`src/rtl/pdds_pkg.sv`:
```
package pdds_pkg;
  timeunit 1ns;
  timeprecision 1ps;

  typedef enum logic [1:0] {
    DM_NONE     = 2'b00,
    DM_FREQ     = 2'b01,
    DM_PHASE    = 2'b10,
    DM_NONE_ALT = 2'b11
  } dith_mode_e;

  // Feedback tap mask for a left-shifting maximal-length register.
  function automatic logic [31:0] lfsr_taps(input int width);
    case (width)
      8:       return 32'h0000_00B8;
      24:      return 32'h00E1_0000;
      32:      return 32'h8020_0003;
      default: return 32'h0000_B400;
    endcase
  endfunction
endpackage

```
`src/rtl/pdds_lfsr.sv`:
```
module pdds_lfsr #(
  parameter int                LFSR_W = 16,
  parameter logic [LFSR_W-1:0] SEED   = LFSR_W'('hACE1)
) (
  input  logic              clk,
  input  logic              rst,
  input  logic              adv,
  output logic [LFSR_W-1:0] state_q
);
  timeunit 1ns;
  timeprecision 1ps;

  localparam logic [31:0]       TAP_ALL = pdds_pkg::lfsr_taps(LFSR_W);
  localparam logic [LFSR_W-1:0] TAPS    = TAP_ALL[LFSR_W-1:0];

  logic fb;
  assign fb = ^(state_q & TAPS);

  always_ff @(posedge clk) begin
    if (rst)      state_q <= SEED;
    else if (adv) state_q <= {state_q[LFSR_W-2:0], fb};
  end
endmodule

```
`src/rtl/pdds_dither_ext.sv`:
```
module pdds_dither_ext #(
  parameter int PHASE_W     = 24,
  parameter int DITH_W      = 6,
  parameter bit DITH_SIGNED = 1'b1
) (
  input  logic [DITH_W-1:0]  raw,
  output logic [PHASE_W-1:0] dith
);
  timeunit 1ns;
  timeprecision 1ps;

  localparam int PAD_W = PHASE_W - DITH_W;

  generate
    if (DITH_SIGNED) begin : g_sext
      assign dith = {{PAD_W{raw[DITH_W-1]}}, raw};
    end else begin : g_zext
      assign dith = {{PAD_W{1'b0}}, raw};
    end
  endgenerate
endmodule

```
`src/rtl/pdds_step_calc.sv`:
```
module pdds_step_calc #(
  parameter int PHASE_W = 24,
  parameter int MOD_W   = 16
) (
  input  logic [PHASE_W-2:0]      fcw,
  input  logic signed [MOD_W-1:0] mod_sample,
  input  logic [PHASE_W-1:0]      dith,
  input  logic                    use_dith,
  output logic [PHASE_W-2:0]      step
);
  timeunit 1ns;
  timeprecision 1ps;

  localparam int SUM_W = ((PHASE_W > MOD_W) ? PHASE_W : MOD_W) + 2;
  localparam logic signed [SUM_W-1:0] STEP_MAX =
    SUM_W'((64'd1 << (PHASE_W - 1)) - 64'd1);

  function automatic logic [PHASE_W-2:0] clamp_step(input logic signed [SUM_W-1:0] s);
    if (s < 0)             return '0;
    else if (s > STEP_MAX) return '1;
    else                   return s[PHASE_W-2:0];
  endfunction

  logic signed [SUM_W-1:0] fcw_s, mod_s, dith_s, sum_s;

  always_comb begin
    fcw_s  = SUM_W'(fcw);
    mod_s  = SUM_W'(mod_sample);
    dith_s = use_dith ? SUM_W'(signed'(dith)) : '0;
    sum_s  = fcw_s + mod_s + dith_s;
    step   = clamp_step(sum_s);
  end
endmodule

```
`src/rtl/pdds_phase_acc.sv`:
```
module pdds_phase_acc #(
  parameter int PHASE_W = 24
) (
  input  logic               clk,
  input  logic               rst,
  input  logic               adv,
  input  logic [PHASE_W-2:0] step,
  output logic [PHASE_W-1:0] acc_q
);
  timeunit 1ns;
  timeprecision 1ps;

  always_ff @(posedge clk) begin
    if (rst)      acc_q <= '0;
    else if (adv) acc_q <= acc_q + PHASE_W'(step);
  end
endmodule

```
`src/rtl/pdds_fm_mod.sv`:
```
module pdds_fm_mod #(
  parameter int                PHASE_W     = 24,
  parameter int                MOD_W       = 16,
  parameter int                DITH_W      = 6,
  parameter int                LFSR_W      = 16,
  parameter bit                DITH_SIGNED = 1'b1,
  parameter logic [LFSR_W-1:0] SEED        = LFSR_W'('hACE1)
) (
  input  logic                    clk,
  input  logic                    rst,
  input  logic                    en,
  input  logic [PHASE_W-2:0]      fcw,
  input  logic signed [MOD_W-1:0] mod_sample,
  input  logic [1:0]              dither_mode,
  output logic                    pulse_out
);
  timeunit 1ns;
  timeprecision 1ps;
  import pdds_pkg::*;

  localparam int FCW_W = PHASE_W - 1;

  dith_mode_e         mode_q;
  logic [LFSR_W-1:0]  lfsr_q;
  logic [PHASE_W-1:0] acc_q;
  logic [PHASE_W-1:0] dith_w;
  logic [FCW_W-1:0]   step_w;
  logic [PHASE_W-1:0] phase_w;
  logic               freq_dith_on;
  logic               phase_dith_on;

  always_ff @(posedge clk) begin
    if (rst) mode_q <= DM_NONE;
    else     mode_q <= dith_mode_e'(dither_mode);
  end

  assign freq_dith_on  = (mode_q == DM_FREQ);
  assign phase_dith_on = (mode_q == DM_PHASE);

  pdds_lfsr #(.LFSR_W(LFSR_W), .SEED(SEED)) u_lfsr (
    .clk(clk), .rst(rst), .adv(en), .state_q(lfsr_q)
  );

  pdds_dither_ext #(.PHASE_W(PHASE_W), .DITH_W(DITH_W), .DITH_SIGNED(DITH_SIGNED)) u_dext (
    .raw(lfsr_q[DITH_W-1:0]), .dith(dith_w)
  );

  pdds_step_calc #(.PHASE_W(PHASE_W), .MOD_W(MOD_W)) u_step (
    .fcw(fcw), .mod_sample(mod_sample), .dith(dith_w),
    .use_dith(freq_dith_on), .step(step_w)
  );

  pdds_phase_acc #(.PHASE_W(PHASE_W)) u_acc (
    .clk(clk), .rst(rst), .adv(en), .step(step_w), .acc_q(acc_q)
  );

  assign phase_w   = acc_q + (phase_dith_on ? dith_w : '0);
  assign pulse_out = phase_w[PHASE_W-1];
endmodule

```
`config.mk`:
```
export PLATFORM = sky130hd
export DESIGN_NAME = pdds_fm_mod
export DESIGN_NICKNAME = d
export VERILOG_FILES = /design/src/rtl/pdds_pkg.sv /design/src/rtl/pdds_lfsr.sv /design/src/rtl/pdds_dither_ext.sv /design/src/rtl/pdds_step_calc.sv /design/src/rtl/pdds_phase_acc.sv /design/src/rtl/pdds_fm_mod.sv
export SDC_FILE = /design/constraint.sdc
export NUM_CORES = 1
export LEC_CHECK = 0
export BUFFER_PORTS_ARGS = -buffer_cell sky130_fd_sc_hd__clkbuf_2
export CORE_UTILIZATION = 63
export CTS_BUF_LIST = sky130_fd_sc_hd__clkbuf_2 sky130_fd_sc_hd__clkbuf_4 sky130_fd_sc_hd__clkbuf_8
export DETAILED_ROUTE_END_ITERATION = 10
export PLACE_DENSITY = 0.84
export SKIP_LAST_GASP = 1
export SYNTH_ARGS = -nofsm -noshare
export SYNTH_HDL_FRONTEND = slang
export SYNTH_SLANG_ARGS = --single-unit
```
`constraint.sdc`:
```
create_clock -name clk -period 7.1 [get_ports clk]
set_clock_uncertainty 0.15 [all_clocks]
set_input_delay 0.71 -clock clk [delete_from_list [all_inputs] [get_ports clk]]
set_output_delay 0.71 -clock clk [all_outputs]
set_load 0.005 [all_outputs]
```
=== Yosys cells after proc, flatten, opt, wreduce, memory -nomap -nowiden ===
Cells that the tools add are included.

* Magnitude comparators: 2
* Equal/unequal tests: 2
* Add/sub/neg operators: 4
* Reductions and logical operators: 1
* Muxes and demuxes: 4

{| class="wikitable"
|+ Operators by type and width
! operator !! count
|-
| two-way mux 23 bit || 2
|-
| adder 25 x 26 -> 26 bit || 1
|-
| greater-than comparator 26 x 24 -> 1 bit (second input constant) || 1
|-
| less-than comparator 26 x 1 -> 1 bit (second input constant) || 1
|-
| two-way mux 26 bit || 1
|-
| adder 24 x 16 -> 25 bit || 1
|-
| adder 24 x 23 -> 24 bit || 1
|-
| adder 24 bit || 1
|-
| two-way mux 24 bit || 1
|-
| XOR reduction 16 bit || 1
|-
| == test 2 x 1 -> 1 bit (second input constant) || 1
|-
| == test 2 bit (second input constant) || 1
|}

* Bits in registers: 42
* Logic and storage cells: 16
* Input port bits: 44
* Output and inout bits: 1

=== Depth between registers and ports, before layout ===
Gate-level depths: netlist of the first run.

* Depth in word-level cells: 7
* Gate-level depth with buffers: 28
* Gate-level depth less buffers: 27

=== Hierarchy ===
From an unflattened synthesis of the first run, not the netlist that was laid out.

* Cells, all modules: 689
* Area total of the unflattened synthesis: 5,804.3 µm²

{| class="wikitable"
|+ By module, submodules not included
! module !! sequential area each (µm²) !! times used !! area an instance (µm²) !! cells an instance
|-
| pdds_step_calc || 0.0 || 1 || 2,157.1 || 264
|-
| pdds_phase_acc || 480.5 || 1 || 2,144.6 || 257
|-
| pdds_fm_mod || 40.0 || 1 || 703.2 || 89
|-
| pdds_lfsr || 320.3 || 1 || 619.3 || 55
|-
| pdds_dither_ext || 0.0 || 1 || 180.2 || 24
|}

=== Worst setup path before layout of the first run ===
OpenSTA, ideal clock, no wires.

* Path kind: flip-flop to flip-flop
* From: register mode_q[0]
* To: register u_acc.acc_q[21]
* Setup slack: 821 ps
* Setup time: 62 ps
* Cell stages (with the launch flop): 26
* Path buffers: 2
* Period minus slack after synthesis: 6,279 ps
* Required time: 6,888 ps
* Data arrival time: 6,066 ps
* Path through: dfxtp_1 -> nor2b_1 -> nand2_1 -> inv_1 -> fa_1 -> ha_1 -> o21ai_2 -> a21oi_2 -> o311a_2 -> o21ai_2 -> o31a_1 -> o41ai_4 -> a31oi_2 -> buf_6 -> o21a_1 -> ha_1 -> clkbuf_1 -> nand3_1 -> a211o_1 -> a21oi_1 -> o21ai_0 -> a21boi_1 -> a31o_2 -> o21ai_0 -> or4b_1 -> nand3_1

* Longest elaborated chain between the ends: 7
* Elaborated cells on any way between the ends: 8
* Classes of those cells: 2 x add/sub; 2 x order compare; 1 x eq/ne; 3 x mux

{| class="wikitable"
|+ Ends and longest elaborated chain
! element !! RTL line !! RTL
|-
| from (decl) || pdds_fm_mod.sv:23 || <nowiki>dith_mode_e mode_q;</nowiki>
|-
| from (signal assigned) || pdds_fm_mod.sv:34 || <nowiki>else mode_q <= dith_mode_e'(dither_mode);</nowiki>
|-
| == test 2 x 1 -> 1 bit (*) || pdds_fm_mod.sv:37 || <nowiki>assign freq_dith_on = (mode_q == DM_FREQ);</nowiki>
|-
| two-way mux 26 bit (*) || pdds_step_calc.sv:29 || <nowiki>dith_s = use_dith ? SUM_W'(signed'(dith)) : '0;</nowiki>
|-
| adder 25 x 26 -> 26 bit (*) || pdds_step_calc.sv:30 || <nowiki>sum_s = fcw_s + mod_s + dith_s;</nowiki>
|-
| greater-than comparator 26 x 24 -> 1 bit || pdds_step_calc.sv:20 || <nowiki>else if (s > STEP_MAX) return '1;</nowiki>
|-
| two-way mux 23 bit || pdds_step_calc.sv:20 ||
|-
| two-way mux 23 bit (*) || pdds_step_calc.sv:19 || <nowiki>if (s < 0) return '0;</nowiki>
|-
| adder 24 x 23 -> 24 bit (*) || pdds_phase_acc.sv:15 || <nowiki>else if (adv) acc_q <= acc_q + PHASE_W'(step);</nowiki>
|-
| to (signal assigned) || pdds_phase_acc.sv:15 ||
|-
| to (decl) || pdds_phase_acc.sv:8 || <nowiki>output logic [PHASE_W-1:0] acc_q</nowiki>
|}

Every way passes the cells marked *; elsewhere a longest branch is shown, timed or not.
A chain may end at the register's enable or synchronous reset.

=== Worst setup path after layout of the first run ===
* From: register mode_q[0]
* To: register u_acc.acc_q[22]

The elaborated chain is that of the path after synthesis.

==> metrics.md, run 1 <==
| Metric | Value |
|---|---|
| Number of flops mapped to enable cells by yosys | `0` |
| Cell repeated most along the worst path | `o21ai_0` |
| Ant. Diodes | `0` |
| First-pass detailed-route iteration total | `5` |
| Worst path arrival time | `between 6000 and 7000 ps` |
| CTS tree | `built` |
| Final critical-path share of the clock period | `93.6%` |
| Hold Vio Cnt, Final | `0` |
| Crit path launch type | `flip-flop` |
| Row cnt | `32` |
| Layout cells sized above 1 | `approximately 14%` |
| CP endpoint kind | `flip-flop` |
| Hold Buf Count CTS | `0` |
| CTS buffer count | `5` |
| CP max stage delay | `about 500 ps` |
| Power per cell area | `around 260 nW/um2` |
| CP max-delay cell | `a2111oi_1` |
| Worst slew pin tran | `978 ps` |
| Relative slew slack | `about a third` |
| Mean Syn Cell Area | `roughly 8.7 um2` |
| Antenna violations before repair | `0` |
| Syn nets | `between 700 and 800` |
| CTS clock-pin slew for the worst setup and hold paths | `around 90 ps` |
| Vias per cell | `6.25` |
| Final min period | `approximately 6600 ps` |
| Synth Register Bits | `42` |
| Status | `complete, no violations` |
| Peak supply drop | `~0.00016 V` |
| Root buf cell | `clkbuf_8` |
| DIE AREA | `roughly 8600 um2` |
| Vias in the first global route | `4,499` |
| Worst Hold Margin | `between 300 and 400 ps` |
| I/O Buffers | `44` |
| CTS sink count | `42` |
| CP Class | `reg -> reg` |
| Gate Count Post-Synth | `598` |
| Static leakage | `between 2 and 3 nW` |
| H-tree levels | `2` |
| Synth Flop Type | `dfxtp_1` |
| Ports | `45` |
| Vias | `between 4,000 and 5,000` |
| Gpl congestion | `about 0.89` |
| Core Area | `roughly 8000 um2` |
| Clk_lat worst skew | `300 ps` |
| Fmax | `151 MHz` |
| DP Wirelength | `9.45 mm` |
| First-pass GRT wire length | `roughly 20 mm` |
| Layout net count | `780` |
| DRT iter0 DRCs | `290` |
| Mapped Area | `a little over 5000 um2` |
| Clk buf depth | `2` |
| Maxcap violations | `0` |
| Hold Crit Class | `reg -> reg` |
| Tot GR Track Use | `~29%` |
| DRC viols | `0` |
| Critical Path Fanout Max | `9` |
| Die H | `92.9 um` |
| RSZ-0062 raised after global routing | `no` |
| Share of the yosys chip area belonging to registers | `between 10% and 20%` |
| CP Data Required Time | `between 7000 and 8000 ps` |
| Largest net degree at the start of global routing | `62` |
| Synth warnings | `0` |
| Die X | `92.9 um` |
| Final core utilization | `a little over 70%` |
| Async set or reset register ratio after synthesis | `0%` |
| Drt wl/cell | `between 15 and 20 um` |
| GRT overflow | `0` |
| Library cells used by synthesis | `73` |
| Total power | `roughly 1.5 mW` |
| Setup Viol. Count Final | `0` |
| DRT antenna net count | `0` |
| Setup_tns | `0 ps` |
| Final max-slew violation count | `0` |
| Final WL | `~12 mm` |
| P&R area growth vs syn | `9.43%` |
| Initial Util | `between 60% and 70%` |
## stage by stage
| step | instance area (um2) | instances | setup WS (ps) |
|---|---|---|---|
| 4_1_cts | 5610 | 737 | 32.4 |
| 3_5_place_dp | 5490 | 729 | 75.1 |
| 3_3_place_gp | 5490 | 729 | 420 |
| 5_1_grt | 5690 | 743 | 98.4 |
| 6_report | 5690 | 743 | 456 |
| 2_1_floorplan | 5200 | 598 | 821 |
## final timing paths
check	depth (start not counted)	startpoint	endpoint	slack (ps)
worst max-delay path	25	mode_q[0]	u_acc.acc_q[22]	460
worst min-delay path	1	u_lfsr.state_q[9]	u_lfsr.state_q[10]	320
worst max register to register	25	mode_q[0]	u_acc.acc_q[22]	460
worst min register to register	1	u_lfsr.state_q[9]	u_lfsr.state_q[10]	320
## cell type report
class | count | area, um2
Tap cell | 102 | 128
Clock buffer | 6 | 76.3
Clock inverter | 2 | 37.5
Inverter | 18 | 71.3
Timing Repair Buffer | 53 | 288
Sequential cell | 42 | 841
Fill cell | 589 | 2160
Multi-Input combinational cell | 520 | 4250
## state kept, by name, summed over array words and instances, names as in the netlist
name and flops:
u_lfsr.state_q 16, u_acc.acc_q 24, mode_q 2
## what timing repair did
item / in CTS / in global routing
endpoints found under the setup margin: 0 / 12
setup buffers: 0 / 6
gates resized for setup: 0 / 6
## kinds of logic (layout without fill, tap and decap cells)
kind of cell | count (synthesis) | in the layout | share of synthesized area, %
AO/OA/AOI/OAI | 193 | 193 | 26.7
XOR/XNOR | 43 | 43 | 7.24
adder cells (fa/ha/maj) | 96 | 96 | 26.9
buffers and inverters | 36 | 79 | 2.77
flip-flops | 42 | 42 | 16.2
multiplexers | 20 | 20 | 3.85
AND/OR/NAND/NOR | 168 | 168 | 16.4
## cell usage in the layout, fill, tap and decap left out, types with 17 or more instances in the layout
master,count
a21o_1,22
a21oi_1,54
clkbuf_2,44
dfxtp_1,42
fa_1,26
ha_1,70
mux2i_1,20
nand2_1,29
nor2_1,59
o21a_1,17
o21ai_0,28
xnor2_1,34
## power by group
part	internal [mW]	switching [mW]
sequential	0.286	0.0540
clock	0.109	0.0860
combinational	0.405	0.517
total	0.800	0.657
## critical path, delay by kind of cell, from the launching register on
kind	cells	cell delay, ps
AOI/OAI and AO/OA	13	3330
xor gates and xnor gates	1	150
adders and majority gates	3	1160
buffers and inverters	2	490
DFF	1	330
and+or+nand+nor	6	950
## Yosys cell counts, drive strengths merged, types with 5 or more instances
library cell	instances	area share, %
inv	17	1.2
a21oi	55	5.4
and2	11	1.3
a211oi	8	1.2
nand3	10	0.96
nand2	29	2.1
a211o	11	1.9
xnor2	35	5.9
fa	26	10
a31oi	7	1.3
o211ai	5	0.72
nor3	6	0.58
dfxtp	42	16
ha	70	17
clkbuf	14	1.0
nand2b	8	0.96
o21ai	31	3.3
nor2b	16	2.1
nor2	60	4.4
nand4	6	0.72
xor2	8	1.3
or2	5	0.60
a21o	22	3.2
o21a	18	2.6
mux2i	20	3.8
## metal layers
metal	global-route usage, %	up-vias	part of all wire [%]
li1	-	2278	-
met1	37.5	2189	46
met2	49.6	147	48
met3	2.87	27	4.3
met4	8.21	0	2.4
met5	0	-	0
(Power assumes the default switching activity.)
==> inputs of run 2 (changes only) <==
--- a/config.mk
+++ b/config.mk
@@ -6,10 +6,10 @@
 export NUM_CORES = 1
 export LEC_CHECK = 0
 export BUFFER_PORTS_ARGS = -buffer_cell sky130_fd_sc_hd__clkbuf_2
-export CORE_UTILIZATION = 63
+export CORE_UTILIZATION = 55
 export CTS_BUF_LIST = sky130_fd_sc_hd__clkbuf_2 sky130_fd_sc_hd__clkbuf_4 sky130_fd_sc_hd__clkbuf_8
 export DETAILED_ROUTE_END_ITERATION = 10
-export PLACE_DENSITY = 0.84
+export PLACE_DENSITY = 0.74
 export SKIP_LAST_GASP = 1
 export SYNTH_ARGS = -nofsm -noshare
 export SYNTH_HDL_FRONTEND = slang
==> run 2 against run 1 <==
Die area rose by 14%. Core utilization fell by 11 points. Sequential cell count is the same. First-iteration DRC count shrank 0.34%. Clock power decreased by 17%. Sequential share of layout area is 0.11 points higher. Worst setup slack got worse by 15 ps. Global-route usage decreased by 4.8 points. Fmax down 0.22%. Via count shrank 1.7%. Cell count increased by 0.54%. Routed wire length decreased by 3.3%. Critical path type unchanged. Largest cell class unchanged. Highest routed layer unchanged.
==> metrics.md, run 2 (synthesis gave the netlist of run 1 again) <==
| Metric | Value |
|---|---|
| Static leakage | `2.68 nW (-1.3%)` |
| DRT iter0 DRCs | `289 (-0.34%)` |
| Gpl congestion | `0.974 (+9.3%)` |
| CP Class | `reg -> reg` |
| Setup_tns | `0 ps (unchanged)` |
| Vias | `4,560 (-1.7%)` |
| P&R area growth vs syn | `8.59%` |
| Ports | `45 (unchanged)` |
| Clk_lat worst skew | `300 ps (about the same)` |
| Total power | `1.41 mW (-3.4%)` |
| DRC viols | `0 (unchanged)` |
| Worst path arrival time | `6700 ps (about the same)` |
| CP endpoint kind | `flip-flop` |
| Hold Buf Count CTS | `0 (unchanged)` |
| Crit path launch type | `flip-flop` |
| Maxcap violations | `0 (unchanged)` |
| Setup Viol. Count Final | `0 (unchanged)` |
| Layout net count | `775 (-0.64%)` |
| CTS buffer count | `5 (unchanged)` |
| Cell repeated most along the worst path | `o21ai_0` |
| CTS clock-pin slew for the worst setup and hold paths | `90 ps (about the same)` |
| Finished Layout Cells | `747 (+0.54%)` |
| DIE AREA | `9850 um2 (+14%)` |
| Worst Hold Margin | `334 ps (+14.4 ps)` |
| Hold Crit Class | `reg -> reg` |
| Die X | `99.2 um (+6.9%)` |
| Peak supply drop | `0.000131 V (-20%)` |
| First-pass GRT wire length | `19.4 mm (-3.5%)` |
| Vias per cell | `6.10 (-2.3%)` |
| Most frequent cells in the layout | `70 x ha_1, 59 x nor2_1, 54 x a21oi_1, 44 x clkbuf_2, 42 x dfxtp_1` |
| Final critical-path share of the clock period | `93.8% (+0.21 points)` |
| Critical Path Fanout Max | `11 (+2)` |
| CP Data Required Time | `7140 ps (-30 ps)` |
| CTS tree | `built` |
| First-pass detailed-route iteration total | `5 (unchanged)` |
| Tot GR Track Use | `23.8% (-4.8 points)` |
| Largest registers | `u_acc.acc_q: 24 flops, u_lfsr.state_q: 16 flops, mode_q: 2 flops` |
| Layout cells sized above 1 | `12.7% (-0.84 points)` |
| Initial Util | `56.5% (-9.7 points)` |
| Clk buf depth | `2 (unchanged)` |
| CTS sink count | `42 (unchanged)` |
| Drt wl/cell | `15.7 um (-3.8%)` |
| GRT overflow | `0 (unchanged)` |
| Placed Cells | `737 (+1.1%)` |
| Relative slew slack | `33.4% (-1.4 points)` |
| H-tree levels | `2 (unchanged)` |
| I/O Buffers | `44 (unchanged)` |
| Final max-slew violation count | `0 (unchanged)` |
| Final min period | `6660 ps (+14.6 ps)` |
| Number of flip-flops under the largest register name | `24 (unchanged)` |
| Power per cell area | `249 nW/um2 (-2.6%)` |
| CP delay by family, top | `compound AO/OA/AOI/OAI gates` |
| Fmax | `150 MHz (-0.22%)` |
| Top reg by flops | `u_acc.acc_q` |
| Final WL | `11.7 mm (-3.3%)` |
| Die H | `99.2 um (+6.9%)` |
| CP bufs+invs | `2 (unchanged)` |
| Fillers | `821 (+39%)` |
| DRT antenna net count | `0 (unchanged)` |
| DP Wirelength | `9.15 mm (-3.2%)` |
| Hold Vio Cnt, Final | `0 (unchanged)` |
| Vias in the first global route | `4,238 (-5.8%)` |
| Ant. Diodes | `0 (unchanged)` |
| Largest net degree at the start of global routing | `62 (unchanged)` |
| Worst slew pin tran | `999 ps (+21.1 ps)` |
| CP max-delay cell | `fa_1` |
| Most common cell after layout, fill and taps aside | `ha_1` |
| Root buf cell | `clkbuf_8` |
| CP max stage delay | `470 ps (-30 ps)` |
| Row cnt | `35 (+9.4%)` |
| Antenna violations before repair | `0 (unchanged)` |
| Core Area | `9200 um2 (+17%)` |
| Status | `complete, no violations` |
[run 2: cell count changes in the layout (fill, tap and decap cells not counted), sizes merged]
cell    before  now
buf          9    4
clkinv       1    3
bufinv       1    0
clkbuf      50   49
[run 2: routing by layer]
metal | up-vias | global-route usage (%) | routed length, um
met5 | - | 0 | 0
met4 | 0 | 5.66 | 153
met3 | 19 | 1.55 | 467
met2 | 143 | 40.7 | 5440
met1 | 2131 | 32.8 | 5640
li1 | 2267 | - | -
[run 2: worst paths after layout]
kind	from	to	slack, ps	cells past startpoint
max	mode_q[0]	u_acc.acc_q[22]	440	25
min reg2reg	u_lfsr.state_q[6]	u_lfsr.state_q[7]	330	1
max reg2reg	mode_q[0]	u_acc.acc_q[22]	440	25
min	u_lfsr.state_q[6]	u_lfsr.state_q[7]	330	1
[run 2: cell type report]
class,instances,area (um2),share of cell area [%]
inverter,18,71.3,1.26
sequential,42,841,14.9
timing repair buffer,48,250,4.43
tap,111,139,2.46
clock buffer,5,68.8,1.22
multi-input combinational,520,4260,75.4
clock inverter,3,21.3,0.377
[run 2: power breakdown]
group          switching (mW)  internal [mW]  leakage (nW)
registers              0.0517          0.286         0.347
logic                   0.507          0.401          2.29
clock network          0.0922         0.0692        0.0441
[run 2: repair_timing]
action,4_1_cts,5_1_grt
gates resized for setup,0,6
buffers inserted,0,2
endpoints found under the setup margin,0,12
[run 2: per-stage QoR]
stage | cell area, um2 | setup WS, ps | util, %
global route | 5650 | -21.9 | 61.4
CTS | 5590 | 81.9 | 60.8
finish | 5650 | 442 | 61.4
global placement | 5500 | 381 | 59.8
detailed placement | 5500 | 81.6 | 59.8
floorplan | 5200 | 821 | -
==> inputs of run 3 (changes only) <==
--- a/config.mk
+++ b/config.mk
@@ -13,4 +13,5 @@
 export SKIP_LAST_GASP = 1
 export SYNTH_ARGS = -nofsm -noshare
 export SYNTH_HDL_FRONTEND = slang
+export SYNTH_HIERARCHICAL = 1
 export SYNTH_SLANG_ARGS = --single-unit
==> run 3 against run 2 <==
Hold slack improved by 4.0 ps. Clock-buffer cell count is 1 higher. Core utilization decreased by 3.4 points. Via count is 8.5% higher. Sequential share of layout area decreased by 0.78 points. Register-to-register slack better by 440 ps. Largest cell class unchanged.
==> metrics.md, run 3 <==
| Metric | Value |
|---|---|
| Vias per cell | `5.96 (-2.4%)` |
| Critical Path Fanout Max | `23 (+12)` |
| Clk buf depth | `2 (unchanged)` |
| GRT Max-Usage Layer | `met2` |
| Commonest cells post-synth | `70 x ha_1, 62 x a21oi_1, 55 x nand2_1, 46 x and2_1, 45 x nor2_1` |
| CP endpoint kind | `flip-flop` |
| Final core utilization | `58.0% (-3.4 points)` |
| Hold Vio Cnt, Final | `0 (unchanged)` |
| DRT iter0 DRCs | `192 (-34%)` |
| Ant. Diodes | `0 (unchanged)` |
| P&R area growth vs syn | `2.69%` |
| Layout cells sized above 1 | `13.5% (+0.79 points)` |
| CP Class | `reg -> reg` |
| Vias in the first global route | `4,940 (+17%)` |
| Setup Viol. Count Final | `0 (unchanged)` |
| Synth Flop Type | `dfxtp_1` |
| Clk_lat worst skew | `310 ps (about the same)` |
| Area share of the largest cell type after synthesis | `15.1% (-1.8 points)` |
| Most frequent cells in the layout | `70 x ha_1, 62 x a21oi_1, 55 x nand2_1, 46 x and2_1, 45 x nor2_1` |
| GRT met3 Usage | `2.81% (+1.3 points)` |
| Number of flip-flops under the largest register name | `24 (unchanged)` |
| CP bufs+invs | `0 (-2)` |
| CP delay by family, top | `compound AO/OA/AOI/OAI gates` |
| CP max stage delay | `840 ps (+370 ps)` |
| Largest registers | `u_acc/acc_q: 24 flops, u_lfsr/state_q: 16 flops, mode_q: 2 flops` |
| Most common cell in the netlist | `ha_1` |
| Largest net degree at the start of global routing | `55 (-11%)` |
| CTS tree | `built` |
| Maxcap violations | `0 (unchanged)` |
| Placed Cells | `823 (+12%)` |
| Mapped Area | `5800 um2 (+12%)` |
| First-pass GRT wire length | `22.2 mm (+15%)` |
| Syn nets | `828 (+12%)` |
| Layout net count | `833 (+7.5%)` |
| Mean Syn Cell Area | `8.42 um2 (-3.1%)` |
| Die H | `105 um (+5.5%)` |
| Crit path launch type | `flip-flop` |
| Synth Register Bits | `42 (unchanged)` |
| Power per cell area | `265 nW/um2 (+6.2%)` |
| Worst Hold Margin | `338 ps (+3.97 ps)` |
| Hold Crit Class | `reg -> reg` |
| Top reg by flops | `u_acc/acc_q` |
| CP max-delay cell | `dfxtp_1` |
| Final max-slew violation count | `0 (unchanged)` |
| Worst slew pin tran | `814 ps (-185 ps)` |
| Fmax | `161 MHz (+7.0%)` |
| Core Area | `10,300 um2 (+12%)` |
| Ports | `45 (unchanged)` |
| DRT antenna net count | `0 (unchanged)` |
| Most common cell after layout, fill and taps aside | `ha_1` |
| Drt wl/cell | `15.7 um (+0.40%)` |
| GR Util met1 | `31.4% (-1.4 points)` |
| Area contributors post-synth | `ha_1 15%, dfxtp_1 14%, fa_1 8.6%` |
| Static leakage | `2.73 nW (+1.9%)` |
| Root buf cell | `clkbuf_8` |
| Relative slew slack | `45.5% (+12 points)` |
| Gate Count Post-Synth | `689 (+15%)` |
| I/O Buffers | `44 (unchanged)` |
| Hold Buf Count CTS | `0 (unchanged)` |
| H-tree levels | `2 (unchanged)` |
| CP Cell Sequence | `and2_1, fa_1, ha_1, a21o_2, a21oi_1, o21ai_0, a21oi_1, o21bai_1, xnor2_1, a21boi_2, a21oi_1, ha_1, fa_1, a211oi_1, nor2_1, o31ai_2, o31ai_1, a21oi_1, nor4b_1, a211o_1` |
| GRT overflow | `0 (unchanged)` |
| DRC viols | `0 (unchanged)` |
| Final critical-path share of the clock period | `87.6% (-6.1 points)` |
| Final min period | `6220 ps (-435 ps)` |
| Vias | `4,949 (+8.5%)` |
| Library cells used by synthesis | `76 (+4.1%)` |
| CTS buffer count | `5 (unchanged)` |
| Number of flops mapped to enable cells by yosys | `0 (unchanged)` |
| Synth warnings | `6 (+6)` |
| Worst path arrival time | `6270 ps (-430 ps)` |
| Finished Layout Cells | `831 (+11%)` |
| Cell repeated most along the worst path | `a21oi_1` |
| Met2 Use GR | `41.8% (+1.1 points)` |
| Peak supply drop | `0.000148 V (+13%)` |
| First-pass detailed-route iteration total | `4 (-1)` |
| Yosys top cell by area | `ha_1` |
| Row cnt | `37 (+5.7%)` |
| CTS clock-pin slew for the worst setup and hold paths | `90 ps (about the same)` |
| Share of the yosys chip area belonging to registers | `14.5% (-1.7 points)` |
| Initial Util | `56.5% (-0.067 points)` |
| Final WL | `13.1 mm (+12%)` |
| Status | `complete, no violations` |
| Postcts setup bufs | `0 (unchanged)` |
| Resize count post-CTS | `0 (unchanged)` |
| Pre-CTS setup slack | `1030 ps (+951 ps)` |
| Tot GR Track Use | `24.6% (+0.80 points)` |
| Async set or reset register ratio after synthesis | `0% (unchanged)` |
| CTS sink count | `42 (unchanged)` |
| Setup_tns | `0 ps (unchanged)` |
| Die X | `105 um (+5.5%)` |
| DIE AREA | `11,000 um2 (+11%)` |
| RSZ-0062 raised after global routing | `no` |
| Antenna violations before repair | `0 (unchanged)` |
| CP Data Required Time | `7140 ps (about the same)` |
| Final setup margin | `877 ps (+435 ps)` |
| DP Wirelength | `10.4 mm (+13%)` |
| Gpl congestion | `0.851 (-13%)` |
==> run 3: changes by cell type in the layout (fill, tap and decap cells not counted), moves of 8 or more <==
cell	delta
a211o_1	-10
a21o_1	-8
a21oi_1	+8
a21oi_2	+14
and2_1	+35
inv_1	+8
nand2_1	+26
nor2_1	-14
o21a_1	-13
or3_1	+8
xnor2_1	-15
xor2_1	+9
==> run 3: report_power, final <==
part           total [mW]  leakage, nW  internal (mW)  switching [mW]
Clock               0.198       0.0548          0.109          0.0892
Combinational        1.03         2.33          0.427           0.601
Sequential          0.352        0.347          0.292          0.0605
Total                1.58         2.73          0.827           0.750
==> run 3: final cells by class <==
class                           count  area, um2
Inverter                           24       90.1
Clock inverter                      2       37.5
Timing Repair Buffer               49        258
Multi-Input combinational cell    572       4490
Tap cell                          136        170
Clock buffer                        6       76.3
Fill cell                         965       4320
Sequential cell                    42        841
==> run 3: path summary, 6_finish.rpt <==
path / cells after the start / to / slack [ps] / from
min reg2reg: 2 / u_lfsr/state_q[11] / 340 / u_lfsr/state_q[11]
max: 20 / u_acc/acc_q[16] / 880 / u_lfsr/state_q[5]
min: 2 / u_lfsr/state_q[11] / 340 / u_lfsr/state_q[11]
max reg2reg: 20 / u_acc/acc_q[16] / 880 / u_lfsr/state_q[5]
==> run 3: cells by family (layout without fill, tap and decap cells) <==
kind of cell | count (synthesis) | in the layout | share of synthesized area (%)
AND/OR/NAND/NOR | 219 | 219 | 20.4
XOR/XNOR | 38 | 38 | 5.99
flip-flops | 42 | 42 | 14.5
AO/OA/AOI/OAI | 195 | 195 | 22.9
multiplexers | 25 | 25 | 4.31
adder cells (fa/ha/maj) | 95 | 95 | 23.7
buffers and inverters | 75 | 81 | 8.19
==> run 3: stage by stage <==
stage | total power [mW] | area, um2
after floorplan | 1.17 | 5800
after global placement | 1.34 | 5850
after detailed placement | 1.37 | 5850
after CTS | 1.57 | 5960
after global routing | 1.71 | 5960
final | 1.58 | 5960
==> run 3: worst min-delay path, stage by stage (launching register included) <==
cell     delay [ps]
dfxtp_1         330
mux2i_1          70
nand2_1          60
==> run 3: per-layer routing <==
layer / vias up / routed length, um / share of wire (%)
met2: 114 / 6200 / 47
met1: 2345 / 6010 / 46
li1: 2456 / - / -
met4: 0 / 460 / 3.5
met5: - / 0 / 0
met3: 34 / 395 / 3.0
